## src/rtl/fu_pool_pkg.sv

```systemverilog
package fu_pool_pkg;

  localparam int LAT_W = 6;
  typedef logic [LAT_W-1:0] lat_t;

  localparam int DEF_UNITS   = 4;
  localparam int DEF_CLASSES = 4;

  // bit index = unit*DEF_CLASSES + class
  localparam logic [DEF_UNITS*DEF_CLASSES-1:0] DEF_CAP  = 16'b0101_1100_0011_0011;
  localparam logic [DEF_UNITS*DEF_CLASSES-1:0] DEF_PIPE = 16'b0101_0000_0001_0001;

  // field index = unit*DEF_CLASSES + class, LAT_W bits each
  localparam logic [DEF_UNITS*DEF_CLASSES*LAT_W-1:0] DEF_LAT = {
    6'd0,  6'd9, 6'd0,  6'd2,   // unit 3
    6'd33, 6'd9, 6'd0,  6'd0,   // unit 2
    6'd0,  6'd0, 6'd12, 6'd3,   // unit 1
    6'd0,  6'd0, 6'd12, 6'd3    // unit 0
  };

endpackage

```

## src/rtl/fu_class_table.sv

```systemverilog
module fu_class_table
  import fu_pool_pkg::*;
#(
  parameter int NU    = 4,
  parameter int NC    = 4,
  parameter int CLS_W = 2,
  parameter logic [NU*NC-1:0]       CAP  = '0,
  parameter logic [NU*NC-1:0]       PIPE = '0,
  parameter logic [NU*NC*LAT_W-1:0] LAT  = '0
) (
  input  logic [CLS_W-1:0] cls,
  output logic [NU-1:0]    cap_vec,
  output lat_t             cls_lat,
  output logic             cls_pipe
);

  logic [NC*NU-1:0]    cap_flat;
  logic [NC*LAT_W-1:0] lat_flat;
  logic [NC-1:0]       pipe_flat;

  for (genvar c = 0; c < NC; c++) begin : g_cls
    lat_t            lat_c;
    logic            pipe_c;
    logic [NU-1:0]   cap_c;

    always_comb begin
      lat_c  = '0;
      pipe_c = 1'b1;
      cap_c  = '0;
      for (int u = 0; u < NU; u++) begin
        if (CAP[u*NC+c]) begin
          cap_c[u] = 1'b1;
          if (LAT[(u*NC+c)*LAT_W +: LAT_W] > lat_c)
            lat_c = LAT[(u*NC+c)*LAT_W +: LAT_W];
          if (!PIPE[u*NC+c])
            pipe_c = 1'b0;
        end
      end
    end

    assign cap_flat[c*NU +: NU]       = cap_c;
    assign lat_flat[c*LAT_W +: LAT_W] = lat_c;
    assign pipe_flat[c]               = pipe_c;
  end

  always_comb begin
    cap_vec  = '0;
    cls_lat  = '0;
    cls_pipe = 1'b1;
    for (int c = 0; c < NC; c++) begin
      if (int'(cls) == c) begin
        cap_vec  = cap_flat[c*NU +: NU];
        cls_lat  = lat_flat[c*LAT_W +: LAT_W];
        cls_pipe = pipe_flat[c];
      end
    end
  end

endmodule

```

## src/rtl/fu_pick_lowest.sv

```systemverilog
module fu_pick_lowest #(
  parameter int N     = 4,
  parameter int IDX_W = 2
) (
  input  logic             clk,
  input  logic             rst,
  input  logic [N-1:0]     req_vec,
  output logic [N-1:0]     gnt_vec,
  output logic [IDX_W-1:0] gnt_idx,
  output logic             any
);

  always_comb begin
    gnt_vec = '0;
    gnt_idx = '0;
    any     = 1'b0;
    for (int i = 0; i < N; i++) begin
      if (req_vec[i] && !any) begin
        gnt_vec[i] = 1'b1;
        gnt_idx    = IDX_W'(i);
        any        = 1'b1;
      end
    end
  end


  gnt_single_chk: assert property (@(posedge clk) disable iff (rst)
    $onehot0(gnt_vec));


  gnt_present_chk: assert property (@(posedge clk) disable iff (rst)
    (|req_vec) |-> (|gnt_vec));

endmodule

```

## src/rtl/fu_unit_busy.sv

```systemverilog
module fu_unit_busy
  import fu_pool_pkg::*;
(
  input  logic clk,
  input  logic rst,
  input  logic grant,
  input  logic pipe,
  input  lat_t lat,
  output logic busy
);

  lat_t cnt_q;

  always_ff @(posedge clk) begin
    if (rst)
      cnt_q <= '0;
    else if (grant && !pipe)
      cnt_q <= (lat == '0) ? '0 : lat - 1'b1;
    else if (cnt_q != '0)
      cnt_q <= cnt_q - 1'b1;
  end

  assign busy = (cnt_q != '0);


  no_grant_busy_chk: assert property (@(posedge clk) disable iff (rst)
    grant |-> !busy);


  pipe_free_chk: assert property (@(posedge clk) disable iff (rst)
    (grant && pipe) |=> !busy);


  unpipe_hold_chk: assert property (@(posedge clk) disable iff (rst)
    (grant && !pipe && lat > 6'd1) |=> busy);

endmodule

```

## src/rtl/fu_cpl_wheel.sv

```systemverilog
module fu_cpl_wheel
  import fu_pool_pkg::*;
#(
  parameter int DEPTH  = 33,
  parameter int UNIT_W = 2
) (
  input  logic              clk,
  input  logic              rst,
  input  logic              wr_en,
  input  lat_t              wr_lat,
  input  logic [UNIT_W-1:0] wr_unit,
  output logic              slot_taken,
  output logic              cpl_valid,
  output logic [UNIT_W-1:0] cpl_unit
);

  logic [DEPTH-1:0]  v_q, v_d;
  logic [UNIT_W-1:0] u_q [DEPTH];
  logic [UNIT_W-1:0] u_d [DEPTH];

  // slot k holds an op completing k cycles from now
  always_comb begin
    slot_taken = 1'b0;
    for (int k = 1; k < DEPTH; k++)
      if (int'(wr_lat) == k)
        slot_taken = v_q[k];
  end

  always_comb begin
    v_d = {1'b0, v_q[DEPTH-1:1]};
    for (int k = 0; k < DEPTH-1; k++)
      u_d[k] = u_q[k+1];
    u_d[DEPTH-1] = '0;
    for (int k = 0; k < DEPTH; k++) begin
      if (wr_en && int'(wr_lat) == k+1) begin
        v_d[k] = 1'b1;
        u_d[k] = wr_unit;
      end
    end
  end

  always_ff @(posedge clk) begin
    if (rst) begin
      v_q <= '0;
      for (int k = 0; k < DEPTH; k++)
        u_q[k] <= '0;
    end else begin
      v_q <= v_d;
      for (int k = 0; k < DEPTH; k++)
        u_q[k] <= u_d[k];
    end
  end

  assign cpl_valid = v_q[0];
  assign cpl_unit  = u_q[0];


  short_lat_chk: assert property (@(posedge clk) disable iff (rst)
    (wr_en && wr_lat == 6'd1) |=> (cpl_valid && cpl_unit == $past(wr_unit)));


  reset_clear_chk: assert property (@(posedge clk)
    rst |=> !cpl_valid);

endmodule

```

## src/rtl/fu_pool_alloc.sv

```systemverilog
module fu_pool_alloc
  import fu_pool_pkg::*;
#(
  parameter int NUM_UNITS   = DEF_UNITS,
  parameter int NUM_CLASSES = DEF_CLASSES,
  parameter logic [NUM_UNITS*NUM_CLASSES-1:0]       CAP  = DEF_CAP,
  parameter logic [NUM_UNITS*NUM_CLASSES-1:0]       PIPE = DEF_PIPE,
  parameter logic [NUM_UNITS*NUM_CLASSES*LAT_W-1:0] LAT  = DEF_LAT,
  localparam int CLS_W  = (NUM_CLASSES > 1) ? $clog2(NUM_CLASSES) : 1,
  localparam int UNIT_W = (NUM_UNITS > 1) ? $clog2(NUM_UNITS) : 1
) (
  input  logic              clk,
  input  logic              rst,
  input  logic              req_valid,
  input  logic [CLS_W-1:0]  req_class,
  output logic              req_ready,
  output logic [UNIT_W-1:0] grant_unit,
  output logic              cpl_valid,
  output logic [UNIT_W-1:0] cpl_unit
);

  function automatic int calc_max_lat();
    int m;
    m = 2;
    for (int u = 0; u < NUM_UNITS; u++)
      for (int c = 0; c < NUM_CLASSES; c++)
        if (CAP[u*NUM_CLASSES+c] &&
            int'(LAT[(u*NUM_CLASSES+c)*LAT_W +: LAT_W]) > m)
          m = int'(LAT[(u*NUM_CLASSES+c)*LAT_W +: LAT_W]);
    return m;
  endfunction

  localparam int WHEEL_DEPTH = calc_max_lat();

  logic [NUM_UNITS-1:0] cap_vec, busy_vec, free_vec, gnt_vec;
  logic [UNIT_W-1:0]    gnt_idx;
  logic                 any_free, slot_taken, cls_pipe, fire;
  lat_t                 cls_lat;

  fu_class_table #(
    .NU(NUM_UNITS), .NC(NUM_CLASSES), .CLS_W(CLS_W),
    .CAP(CAP), .PIPE(PIPE), .LAT(LAT)
  ) u_table (
    .cls(req_class), .cap_vec(cap_vec), .cls_lat(cls_lat), .cls_pipe(cls_pipe)
  );

  assign free_vec = cap_vec & ~busy_vec;

  fu_pick_lowest #(.N(NUM_UNITS), .IDX_W(UNIT_W)) u_pick (
    .clk(clk), .rst(rst), .req_vec(free_vec),
    .gnt_vec(gnt_vec), .gnt_idx(gnt_idx), .any(any_free)
  );

  assign req_ready  = any_free && !slot_taken;
  assign fire       = req_valid && req_ready;
  assign grant_unit = gnt_idx;

  for (genvar u = 0; u < NUM_UNITS; u++) begin : g_unit
    fu_unit_busy u_busy (
      .clk(clk), .rst(rst), .grant(fire && gnt_vec[u]),
      .pipe(cls_pipe), .lat(cls_lat), .busy(busy_vec[u])
    );
  end

  fu_cpl_wheel #(.DEPTH(WHEEL_DEPTH), .UNIT_W(UNIT_W)) u_wheel (
    .clk(clk), .rst(rst), .wr_en(fire), .wr_lat(cls_lat), .wr_unit(gnt_idx),
    .slot_taken(slot_taken), .cpl_valid(cpl_valid), .cpl_unit(cpl_unit)
  );


  idle_no_grant_chk: assert property (@(posedge clk) disable iff (rst)
    (!req_valid && busy_vec == '0) |=> (busy_vec == '0));

endmodule

```

## config.mk

```make
export PLATFORM = sky130hd
export DESIGN_NAME = fu_pool_alloc
export DESIGN_NICKNAME = d
export VERILOG_FILES = /design/src/rtl/fu_pool_pkg.sv /design/src/rtl/fu_class_table.sv /design/src/rtl/fu_pick_lowest.sv /design/src/rtl/fu_unit_busy.sv /design/src/rtl/fu_cpl_wheel.sv /design/src/rtl/fu_pool_alloc.sv
export SDC_FILE = /design/constraint.sdc
export NUM_CORES = 1
export LEC_CHECK = 0
export BUFFER_PORTS_ARGS = -buffer_cell sky130_fd_sc_hd__buf_4
export CAP_MARGIN = 20
export CORE_MARGIN = 2
export CORE_UTILIZATION = 45
export CTS_BUF_LIST = sky130_fd_sc_hd__clkbuf_8
export CTS_CLUSTER_SIZE = 40
export DETAILED_ROUTE_END_ITERATION = 6
export HOLD_SLACK_MARGIN = 0.1
export SETUP_SLACK_MARGIN = 0.15
export SLEW_MARGIN = 40
export SYNTH_ARGS = -nofsm -noshare
export SYNTH_HDL_FRONTEND = slang
export SYNTH_HIERARCHICAL = 1
export SYNTH_SLANG_ARGS = --single-unit
export TNS_END_PERCENT = 5
```

## constraint.sdc

```tcl
create_clock -name clk -period 3.56 [get_ports clk]
set_input_delay 0.712 -clock clk [delete_from_list [all_inputs] [get_ports clk]]
set_output_delay 0.712 -clock clk [all_outputs]
set_load 0.005 [all_outputs]
```

After elaboration in Yosys (flattened, before gate mapping)
Memories as Yosys holds them, arrays and structs flattened.
Cells that the tools add are included.

cells by class
  $add $sub $neg = 5
  equality and inequality tests = 36
  mux-type cells = 164
  bitwise logic cells = 35
  reduce and logical (&&, ||, !) cells = 61

operator list
  kind                                               number
  two-way mux 2 bit                                  69
  == test 6 bit (second input constant)              18
  two-way mux 1 bit                                  79
  two-way mux 6 bit                                  12
  == test 6 x 5 -> 1 bit (second input constant)     8
  logical AND 1 bit                                  46
  bitwise OR 1 bit                                   33
  subtractor 6 x 1 -> 6 bit (second input constant)  5
  == test 6 x 4 -> 1 bit (second input constant)     4
  nonzero test 6 bit                                 4
  two-way mux 4 bit                                  4
  == test 6 x 3 -> 1 bit (second input constant)     2
  nonzero test 2 bit                                 4
  == test 6 x 2 -> 1 bit (second input constant)     1
  zero test 6 bit                                    1
  zero test 1 bit                                    5
  bitwise AND 4 bit                                  1
  == test 2 bit (second input constant)              2
  NOT 4 bit                                          1
  == test 2 x 1 -> 1 bit (second input constant)     1
  zero test 2 bit                                    1

word-level totals
  bits in registers = 57
  bits in writable memories = 66
  output and inout port bits = 6
  logic and storage cells = 307
  memories kept = 1

memories
  memory       words  width  read ports  clocked after memory_dff  wr ports  RTL line            text
  u_wheel.u_q  33     2      33          0                         33        fu_cpl_wheel.sv:18  logic [UNIT_W-1:0] u_q [DEPTH];

Logic depth before layout (Yosys ltp)
Gate-level depths: netlist of run 1.

  depth after elaboration = 44
  gate-level depth with buffers = 18
  mapped depth without buffers = 14

Modules after synthesis
The synthesis of run 1 kept the hierarchy.

by module, submodules not included
  module          times used  cells an instance  area each (sq um)  seq. area each (sq um)
  fu_cpl_wheel    1           490                4141.5             1981.9
  fu_unit_busy    4           53                 466.7              120.1
  fu_class_table  1           17                 126.4              0.0
  fu_pool_alloc   1           10                 80.1               0.0
  fu_pick_lowest  1           11                 61.3               0.0

Worst setup path before layout of run 1
No wires, ideal clock.

  kind = input to register
  start = input port req_class[1]
  end = memory u_wheel.u_q[11][0], in the netlist u_wheel/u_q[0][22]
  arrival time = 3689 ps
  setup slack = -256 ps
  stages on the path = 14
  buffers on the path = 2
  path through = inv_1 -> ha_1 -> buf_4 -> and4bb_2 -> and2_1 -> o21ai_0 -> a32oi_1 -> o311ai_2 -> and3b_1 -> buf_4 -> or3b_4 -> or3_4 -> mux2i_1 -> nor2_1

RTL lines
  element          RTL line             text
  start, declared  fu_pool_alloc.sv:15  input logic [CLS_W-1:0] req_class,
  end, declared    fu_cpl_wheel.sv:18

Worst setup path in the final report of run 1
  start = input port req_class[1]
  end = output port req_ready

RTL lines
  element                          RTL line              text
  == test 2 bit                    fu_class_table.sv:51  if (int'(cls) == c) begin
  two-way mux 6 bit                fu_class_table.sv:51
  two-way mux 6 bit (*)            fu_class_table.sv:51
  via cls_lat[5]                   fu_pool_alloc.sv:38   lat_t cls_lat;
  == test 6 x 2 -> 1 bit           fu_cpl_wheel.sv:25    if (int'(wr_lat) == k)
  two-way mux 1 bit (31 in a row)  fu_cpl_wheel.sv:25
  two-way mux 1 bit (*)            fu_cpl_wheel.sv:25
  via slot_taken                   fu_pool_alloc.sv:37   logic any_free, slot_taken, cls_pipe, fire;
  zero test 1 bit (*)              fu_pool_alloc.sv:54   assign req_ready = any_free && !slot_taken;
  logical AND 1 bit (*)            fu_pool_alloc.sv:54
  end, declared                    fu_pool_alloc.sv:16   output logic req_ready,

The timed path passes the listed nets; every way through them passes the cells marked *.

==> results of run 1 <==
==> worst max-delay path: stages <==
cell      delay, ps
buf_4           160
ha_1            210
buf_4           200
nand2b_1        140
nor3_2           70
or3_1           400
o311ai_2        340
buf_4           200
nor2b_1          60
buf_4           130
==> cells by family (layout without fill, tap and decap cells) <==
| family | Yosys count | in the layout | synth area share (%) |
|---|---|---|---|
| AND/OR/NAND/NOR | 298 | 298 | 24.7 |
| AO/OA/AOI/OAI | 127 | 127 | 12.4 |
| flip-flops | 123 | 123 | 39.2 |
| buffers and inverters | 93 | 127 | 7.12 |
| multiplexers | 41 | 41 | 7.30 |
| XOR/XNOR | 36 | 36 | 5.02 |
| adder cells (fa/ha/maj) | 21 | 21 | 4.19 |
| other | 1 | 1 | 0.0598 |
==> final cells by class <==
class / count / area [sq um]
clock buffer: 20 / 275
clock inverter: 10 / 150
fill: 1317 / 6610
inverter: 44 / 186
multi-input combinational: 524 / 3450
sequential: 123 / 2460
tap: 180 / 225
timing repair buffer: 53 / 414
==> metrics by stage <==
step	total power, mW	worst slack, ps	cells	util [%]
global route	4.45	119	954	52.0
detailed placement	2.86	-111	924	48.7
CTS	4.19	167	954	51.8
finish	4.20	221	954	52.0
floorplan	2.59	-9.35	740	-
global placement	2.80	35.7	924	48.7
==> power by group through the flow <==
| stage | Combinational (mW) | Sequential (mW) | Clock (mW) |
|---|---|---|---|
| after global routing | 1.43 | 1.58 | 1.43 |
| after CTS | 1.27 | 1.57 | 1.35 |
| final | 1.31 | 1.57 | 1.32 |
| after global placement | 1.21 | 1.59 | 0 |
| after floorplan | 1.02 | 1.57 | 0 |
| after detailed placement | 1.26 | 1.60 | 0 |
==> state kept, by name, summed over array words and instances, names as in the netlist <==
name	count
g_unit.u_busy/cnt_q	24
u_wheel/v_q	33
u_wheel/u_q	66
==> how the worst max path moves through the flow <==
stage | from | endpoint | slack (ps) | depth (start not counted)
2_1_floorplan | req_class[1] | u_wheel/u_q[0][23] | -9 | 16
3_3_place_gp | req_class[1] | u_wheel/u_q[0][23] | 40 | 14
3_5_place_dp | req_class[1] | u_wheel/u_q[0][22] | -110 | 14
4_1_cts | g_unit[2].u_busy/cnt_q[2] | req_ready | 170 | 8
5_1_grt | req_class[1] | req_ready | 120 | 13
6_report | req_class[1] | req_ready | 220 | 10
==> layout by cell type, fill, tap and decap left out, drive strengths merged, types with 3 or more instances in the layout <==
master / netlist / final
a21oi: 69 / 69
a31oi: 5 / 5
a32o: 4 / 4
a32oi: 14 / 14
and2: 5 / 5
and3: 8 / 8
and4b: 4 / 4
buf: 29 / 53
bufinv: 0 / 4
clkbuf: 20 / 20
clkinv: 0 / 3
dfxtp: 123 / 123
ha: 21 / 21
inv: 44 / 47
mux2: 6 / 6
mux2i: 33 / 33
nand2: 60 / 60
nand2b: 14 / 14
nand3: 33 / 33
nor2: 93 / 93
nor2b: 9 / 9
nor3: 29 / 29
nor3b: 10 / 10
o21ai: 22 / 22
or2: 3 / 3
or3: 9 / 9
or3b: 5 / 5
or4: 8 / 8
xnor2: 8 / 8
xor2: 28 / 28
==> metal layers <==
metal	global-route usage [%]	share of wire, %
met4	5.75	0.96
met3	5.43	3.2
met1	28.0	48
met2	35.1	48
met5	0	0
==> out/results.txt, run 1 <==
total track usage - 21.4%
synth warn - 6
initial antenna violation count - 0
skew final - 9.54 ps
die outline area - 0.0149 sq mm
CP Capture Type - primary output
CTS Buf Count - 17
final hold viol count - 0
vias post-DR - 5152
first-pass GRT wire length - 25200 microns
global placer's final weighted congestion - 0.890
Final min period - 3340 ps
Max clock buf depth - 2
ratio of cells with drive above 1 in the final layout - 16.9%
Final Max Tran Viols - 0
TritonCTS clock tree - built
Synth Cell Area - 0.00628 sq mm
CTS-repair resized insts - 0
worst min path class - flop to flop
top_reg_cell synth - dfxtp_1
final number of setup-violating endpoints - 0
status - finished clean
Synth area leader - dfxtp_1
Synth top cells by count - 123 x dfxtp_1, 88 x nor2_1, 69 x a21oi_1
RSZ-0062 raised after global routing - false
cells on worst reg2reg path - 10
hold path cells - 2
setup_tns - 0 ps
hold_buf cts - 0
max frequency - 0.300 GHz
reg-to-reg critical path startpoint - g_unit[1].u_busy/cnt_q[4]
H-tree levels - 4
Min Hold Slack - 436 ps
GRT overflow - 0
Rel. slew slack - 58.8%
synthesis-to-layout area growth - 14.1%
largest net degree at the start of global routing - 89
WL per Instance - 15.6 microns
Synthesized Nets - 766
count leader, synth - dfxtp_1
crit path DAT - 2630 ps
DRT Wirelength - 14900 microns
# clock sinks - 123
sequential group share of total power - 37.4%
row count - 43
part of the cycle the worst path needs - 93.8%
drt drc - 0
number of flops mapped to enable cells by yosys - 0
Peak VDD IR - 0.395 mV
design area - 0.00716 sq mm
Setup Fix Bufs, Post-CTS - 0
clk root buf - clkbuf_8
Clock Power Share - 31.5%
port buffer count - 10
FFs w/ async S/R, synth - 0%
DR pass1 iterations - 5
chip height - 122 microns
Reg clk slew, reported paths - 70 ps
Startpoint Class - input pin
WP data required - 2850 ps
Hold Crit Start - u_wheel/u_q[0][36]
Starting DRT DRC Count - 351
combinational share of power - 31.2%
Synth Register Bits - 123
worst-path fanout max - 13
later-pin clock latency in the skew report - 440 ps
Max Cap Viol - 0
I/O Pins - 11
core footprint - 0.0138 sq mm
Final HPWL DP - 10200 microns
post-synthesis sequential area ratio - 39.2%
cell internal pwr - 2.88 mW
Yosys top cell area share - 39.2%
Starting Density - 45.6%
worst slew pin tran - 618 ps
synth top area cells - dfxtp_1 39%, a21oi_1 5.5%, mux2i_1 5.3%
RR Endpoint - u_wheel/u_q[0][23]
average vias per placed instance - 5.40
Routed Antenna Nets - 0
Diodes inserted - 0
DP Area - 0.00670 sq mm
kind of critical path - input pin to primary output
Distinct cells, synth - 63
vias in the first global route - 5058
switch share - 31.3%
Power per Cell Area - 586 mW/mm^2
syn_area_per_cell - 8.48 sq um
worst hold endpoint - u_wheel/u_q[0][34]
r2r setup slk - 500 ps
Leak Pwr - 2.90 nW
post-layout net count - 789
Die W - 122 microns
NetSw - 1.32 mW
Mapped Cells - 740
Note: power is estimated with default switching activity, not from simulation.
==> run 2: changes to the inputs <==
CORE_ASPECT_RATIO = 0.75   (was default)
CTS_BUF_LIST = sky130_fd_sc_hd__clkbuf_4 sky130_fd_sc_hd__clkbuf_8 sky130_fd_sc_hd__clkbuf_16   (was sky130_fd_sc_hd__clkbuf_8)
==> run 2 against run 1 <==
Compared with the run above:
- first-iteration DRC count decreased by 0.85%
- sequential power is essentially flat
- clock-buffer cell count grew 4
- clock power rose by 31%
- core utilization is 1.2 points higher
- global-route usage increased by 0.067 points
- largest power group is now the clock network
==> out/results.txt, run 2 (same netlist as run 1, synthesis figures left out) <==
vias in the first global route - 5027
commonest non-fill, non-tap cells in the layout - 123 x dfxtp_1, 88 x nor2_1, 68 x a21oi_1
ratio of cells with drive above 1 in the final layout - 16.1%
status - finished clean
WL per Instance - 15.8 microns
Reg clk slew, reported paths - 50 ps
global placer's final weighted congestion - 0.929
first-pass GRT wire length - 25100 microns
reg-to-reg critical path startpoint - g_unit[0].u_busy/cnt_q[4]
drt drc - 0
core footprint - 0.0137 sq mm
Final HPWL DP - 10500 microns
max FFs per register - 66
Clock Power Share - 37.8%
worst min path class - flop to flop
switch share - 30.0%
part of the cycle the worst path needs - 92.6%
later-pin clock latency in the skew report - 420 ps
Diodes inserted - 0
row count - 37
I/O Pins - 11
total power - 4.57 mW
Placement Setup Slack - 17.5 ps
worst-path fanout max - 10
sequential group share of total power - 34.4%
CP Capture Type - primary output
Rel. slew slack - 54.6%
most common cell after layout, fill and taps aside - dfxtp_1
NetSw - 1.37 mW
Starting Density - 46.0%
kind of critical path - input pin to primary output
Max clock buf depth - 2
Placed Cells - 916
total track usage - 21.5%
die outline area - 0.0149 sq mm
clk root buf - clkbuf_16
combinational share of power - 27.8%
cells on worst reg2reg path - 12
CTS-repair resized insts - 0
RSZ-0062 raised after global routing - false
average vias per placed instance - 5.34
DRT Wirelength - 15000 microns
chip height - 106 microns
TritonCTS clock tree - built
Final WS setup - 262 ps
vias post-DR - 5056
Die W - 140 microns
post-layout util - 53.2%
crit path from - req_class[1]
post-layout net count - 786
Setup Fix Bufs, Post-CTS - 0
CTS Buf Count - 17
H-tree levels - 4
skew final - 8.06 ps
Final Max Tran Viols - 0
# clock sinks - 123
cell internal pwr - 3.20 mW
Startpoint Class - input pin
Hold Crit Start - u_wheel/u_q[0][13]
non-filler cells, final - 946
Peak VDD IR - 0.331 mV
Max Cap Viol - 0
Power per Cell Area - 628 mW/mm^2
GRT overflow - 0
largest net degree at the start of global routing - 100
crit path DAT - 2590 ps
Starting DRT DRC Count - 348
Largest Register - u_wheel/u_q
worst slew pin tran - 681 ps
Routed Antenna Nets - 0
initial antenna violation count - 0
Leak Pwr - 2.94 nW
WP data required - 2850 ps
Final min period - 3300 ps
synthesis-to-layout area growth - 15.8%
DR pass1 iterations - 4
hold_buf cts - 0
hold path cells - 2
max frequency - 0.303 GHz
final number of setup-violating endpoints - 0
registers with the most flip-flops - u_wheel/u_q (66), u_wheel/v_q (33), g_unit.u_busy/cnt_q (24)
Fill cells - 1270
final hold viol count - 0
port buffer count - 10
[run 2: path summary, 6_finish.rpt]
check                        to  slack (ps)
min reg2reg  u_wheel/u_q[0][11]         440
max                   req_ready         260
max reg2reg   u_wheel/u_q[0][3]         490
min          u_wheel/u_q[0][11]         440
[run 2: routing by layer]
metal | global-route usage (%) | vias up | share of wire (%)
met5 | 0 | - | 0
li1 | - | 2586 | -
met3 | 5.09 | 18 | 4.1
met2 | 31.7 | 85 | 42
met1 | 30.6 | 2367 | 53
met4 | 7.50 | 0 | 1.4
[run 2: through the flow]
step / hold WS (ps) / cell area (sq um) / TNS (ps)
CTS: 439 / 7270 / 0
floorplan: 422 / 6370 / -11.7
global route: 456 / 7270 / 0
detailed placement: 430 / 6670 / 0
finish: 442 / 7270 / 0
global placement: 430 / 6660 / 0
[run 2: power by group through the flow]
stage	combinational (mW)	clock, mW	sequential (mW)
after floorplan	1.02	0	1.57
after CTS	1.26	1.76	1.57
after global placement	1.22	0	1.59
final	1.27	1.73	1.57
after global routing	1.41	1.83	1.58
after detailed placement	1.25	0	1.59
[run 2: cell type report]
class	instances	area [sq um]	area share (%)
Multi-Input combinational cell	524	3420	47.1
Clock buffer	24	515	7.09
Clock inverter	6	85.1	1.17
Sequential cell	123	2460	33.9
Tap cell	175	219	3.01
Inverter	44	186	2.56
Timing Repair Buffer	50	379	5.22
[run 2: critical path, stage by stage]
cell and delay, ps:
buf_4 160, inv_16 40, ha_4 160, inv_4 80
buf_4 180, a21oi_1 80, or3_1 310, a2bb2oi_1 170
o221ai_1 190, o311ai_2 130, buf_4 190, nor2b_1 50
buf_4 130
==> run 3: changes to the inputs <==
CORE_UTILIZATION = 30   (was 45)
==> run 3 against run 2 <==
Compared with the run above:
- hold slack got worse by 3.3 ps
- clock skew is 1.3 ps lower
- sequential power hardly changed
- non-clock buffer count up 4
- flip-flop and latch count is the same
- worst setup slack better by 2.2 ps
- power rose by 1.8%
- via count rose by 0.44%
- first-iteration DRC count rose by 3.2%
- register-to-register slack about the same
- largest cell class unchanged
- highest routed layer unchanged
==> out/results.txt, run 3 (same netlist as run 1, synthesis figures left out) <==
status - finished clean
Final min period - 3300 ps
kind of critical path - input pin to primary output
Global Route met2 Usage - 20.1%
busiest grt layer - met1
part of the cycle the worst path needs - 92.6%
Placement Setup Slack - -22.1 ps
total track usage - 14.3%
Diodes inserted - 0
most common cell after layout, fill and taps aside - dfxtp_1
setup_tns - 0 ps
chip height - 129 microns
crit-path cells - buf_4 > inv_16 > ha_4 > and4bb_2 > and2_1 > o21ai_0 > a32oi_1 > o311ai_2 > buf_4 > nor2b_2 > buf_4
sequential group share of total power - 33.7%
design area - 0.00746 sq mm
RSZ-0062 raised after global routing - false
switch share - 30.7%
CP max stage cell - ha_4
crit path DAT - 2580 ps
worst hold endpoint - u_wheel/u_q[0][18]
later-pin clock latency in the skew report - 410 ps
# clock sinks - 123
max frequency - 0.303 GHz
die outline area - 0.0221 sq mm
ratio of cells with drive above 1 in the final layout - 16.9%
cell internal pwr - 3.22 mW
reg-to-reg critical path startpoint - g_unit[3].u_busy/cnt_q[2]
Peak VDD IR - 0.299 mV
post-layout util - 36.6%
cells on worst reg2reg path - 13
H-tree levels - 4
worst min path class - flop to flop
combinational share of power - 27.7%
Startpoint Class - input pin
GR Util met3 - 2.99%
RR Endpoint - u_wheel/u_q[0][0]
final number of setup-violating endpoints - 0
row count - 45
I/O Pins - 11
NetSw - 1.43 mW
worst-path fanout max - 8
Die W - 171 microns
average vias per placed instance - 4.80
Setup Fix Bufs, Post-CTS - 0
core footprint - 0.0204 sq mm
Max Cap Viol - 0
Largest Register - u_wheel/u_q
CTS Buf Count - 17
Rel. slew slack - 46.5%
Routed Antenna Nets - 0
Power per Cell Area - 623 mW/mm^2
initial antenna violation count - 0
port buffer count - 10
Reg clk slew, reported paths - 50 ps
DP Area - 0.00683 sq mm
vias in the first global route - 4837
Starting Density - 30.8%
Final WS setup - 264 ps
Hold Crit Start - u_wheel/u_q[0][20]
Final HPWL DP - 10100 microns
GRT overflow - 0
first-pass GRT wire length - 24900 microns
CP Capture Type - primary output
skew final - 6.81 ps
synthesis-to-layout area growth - 18.9%
clk root buf - clkbuf_16
Clock Power Share - 38.6%
post-layout net count - 790
max FFs per register - 66
drt drc - 0
Final Max Tran Viols - 0
hold path cells - 2
global placer's final weighted congestion - 0.893
Leak Pwr - 2.97 nW
vias post-DR - 5078
registers with the most flip-flops - u_wheel/u_q (66), u_wheel/v_q (33), g_unit.u_busy/cnt_q (24)
final hold viol count - 0
DR pass1 iterations - 5
Starting DRT DRC Count - 359
WP data required - 2850 ps
Max clock buf depth - 2
met1 usage - 21.5%
DRT Wirelength - 14800 microns
worst slew pin tran - 802 ps
largest net degree at the start of global routing - 113
r2r setup slk - 480 ps
commonest non-fill, non-tap cells in the layout - 123 x dfxtp_1, 88 x nor2_1, 68 x a21oi_1
most frequent CP cell - buf_4
WL per Instance - 14.0 microns
slowest stage delay, CP - 300 ps
TritonCTS clock tree - built
run 3: cell types whose count changed in the layout (fill, tap and decap cells not counted):
cell       change
buf_4          +4
or2_1          -1
ha_2           -1
bufinv_16      +1
nor2b_1        -1
or2_4          +1
clkbuf_8       -3
nor2b_2        +1
clkinv_4       +3
ha_4           +1
run 3: layer usage:
layer / vias to the layer above / routed length [microns]
met3: 17 / 714
met5: - / 0
met2: 113 / 6010
li1: 2584 / -
met1: 2364 / 7920
met4: 0 / 198
run 3: power by group through the flow:
stage	sequential, mW	clock, mW	combinational [mW]
floorplan	1.57	0	1.02
global placement	1.59	0	1.25
detailed placement	1.59	0	1.26
CTS	1.56	1.83	1.27
global route	1.58	1.88	1.44
finish	1.56	1.80	1.29
run 3: repair_timing:
item	CTS	global route
hold buffers	0	0
gates resized for setup	0	4
setup endpoints to repair	0	1
run 3: through the flow:
| step | hold slack [ps] | power [mW] | cells |
|---|---|---|---|
| final | 439 | 4.65 | 1058 |
| after detailed placement | 431 | 2.85 | 1027 |
| after global placement | 431 | 2.85 | 1027 |
| after CTS | 442 | 4.66 | 1058 |
| after global routing | 461 | 4.90 | 1058 |
| after floorplan | 422 | 2.59 | 740 |
run 3: area by class of cell:
class                      instances  area (sq um)
multi-input combinational        524          3440
clock buffer                      21           474
timing repair buffer              54           409
tap                              282           353
sequential                       123          2460
fill                            2091         12900
clock inverter                    10           141
inverter                          44           186
run 3: worst max path at each step:
stage                                          from            endpoint  slack (ps)  cells after the start
after global routing      g_unit[3].u_busy/cnt_q[2]           req_ready         170                      8
after floorplan                        req_class[1]  u_wheel/u_q[0][23]          -9                     16
after global placement                 req_class[1]  u_wheel/u_q[0][23]          50                     13
after detailed placement               req_class[1]   u_wheel/u_q[0][0]         -20                     16
after CTS                              req_class[1]           req_ready         180                     11
final                                  req_class[1]           req_ready         260                     11
run 3: critical path: cells and delay by family:
family          cells  cell delay (ps)
fa+ha+maj           1              300
compound gates      3              450
buf+inv             4              530
simple gates        3              590
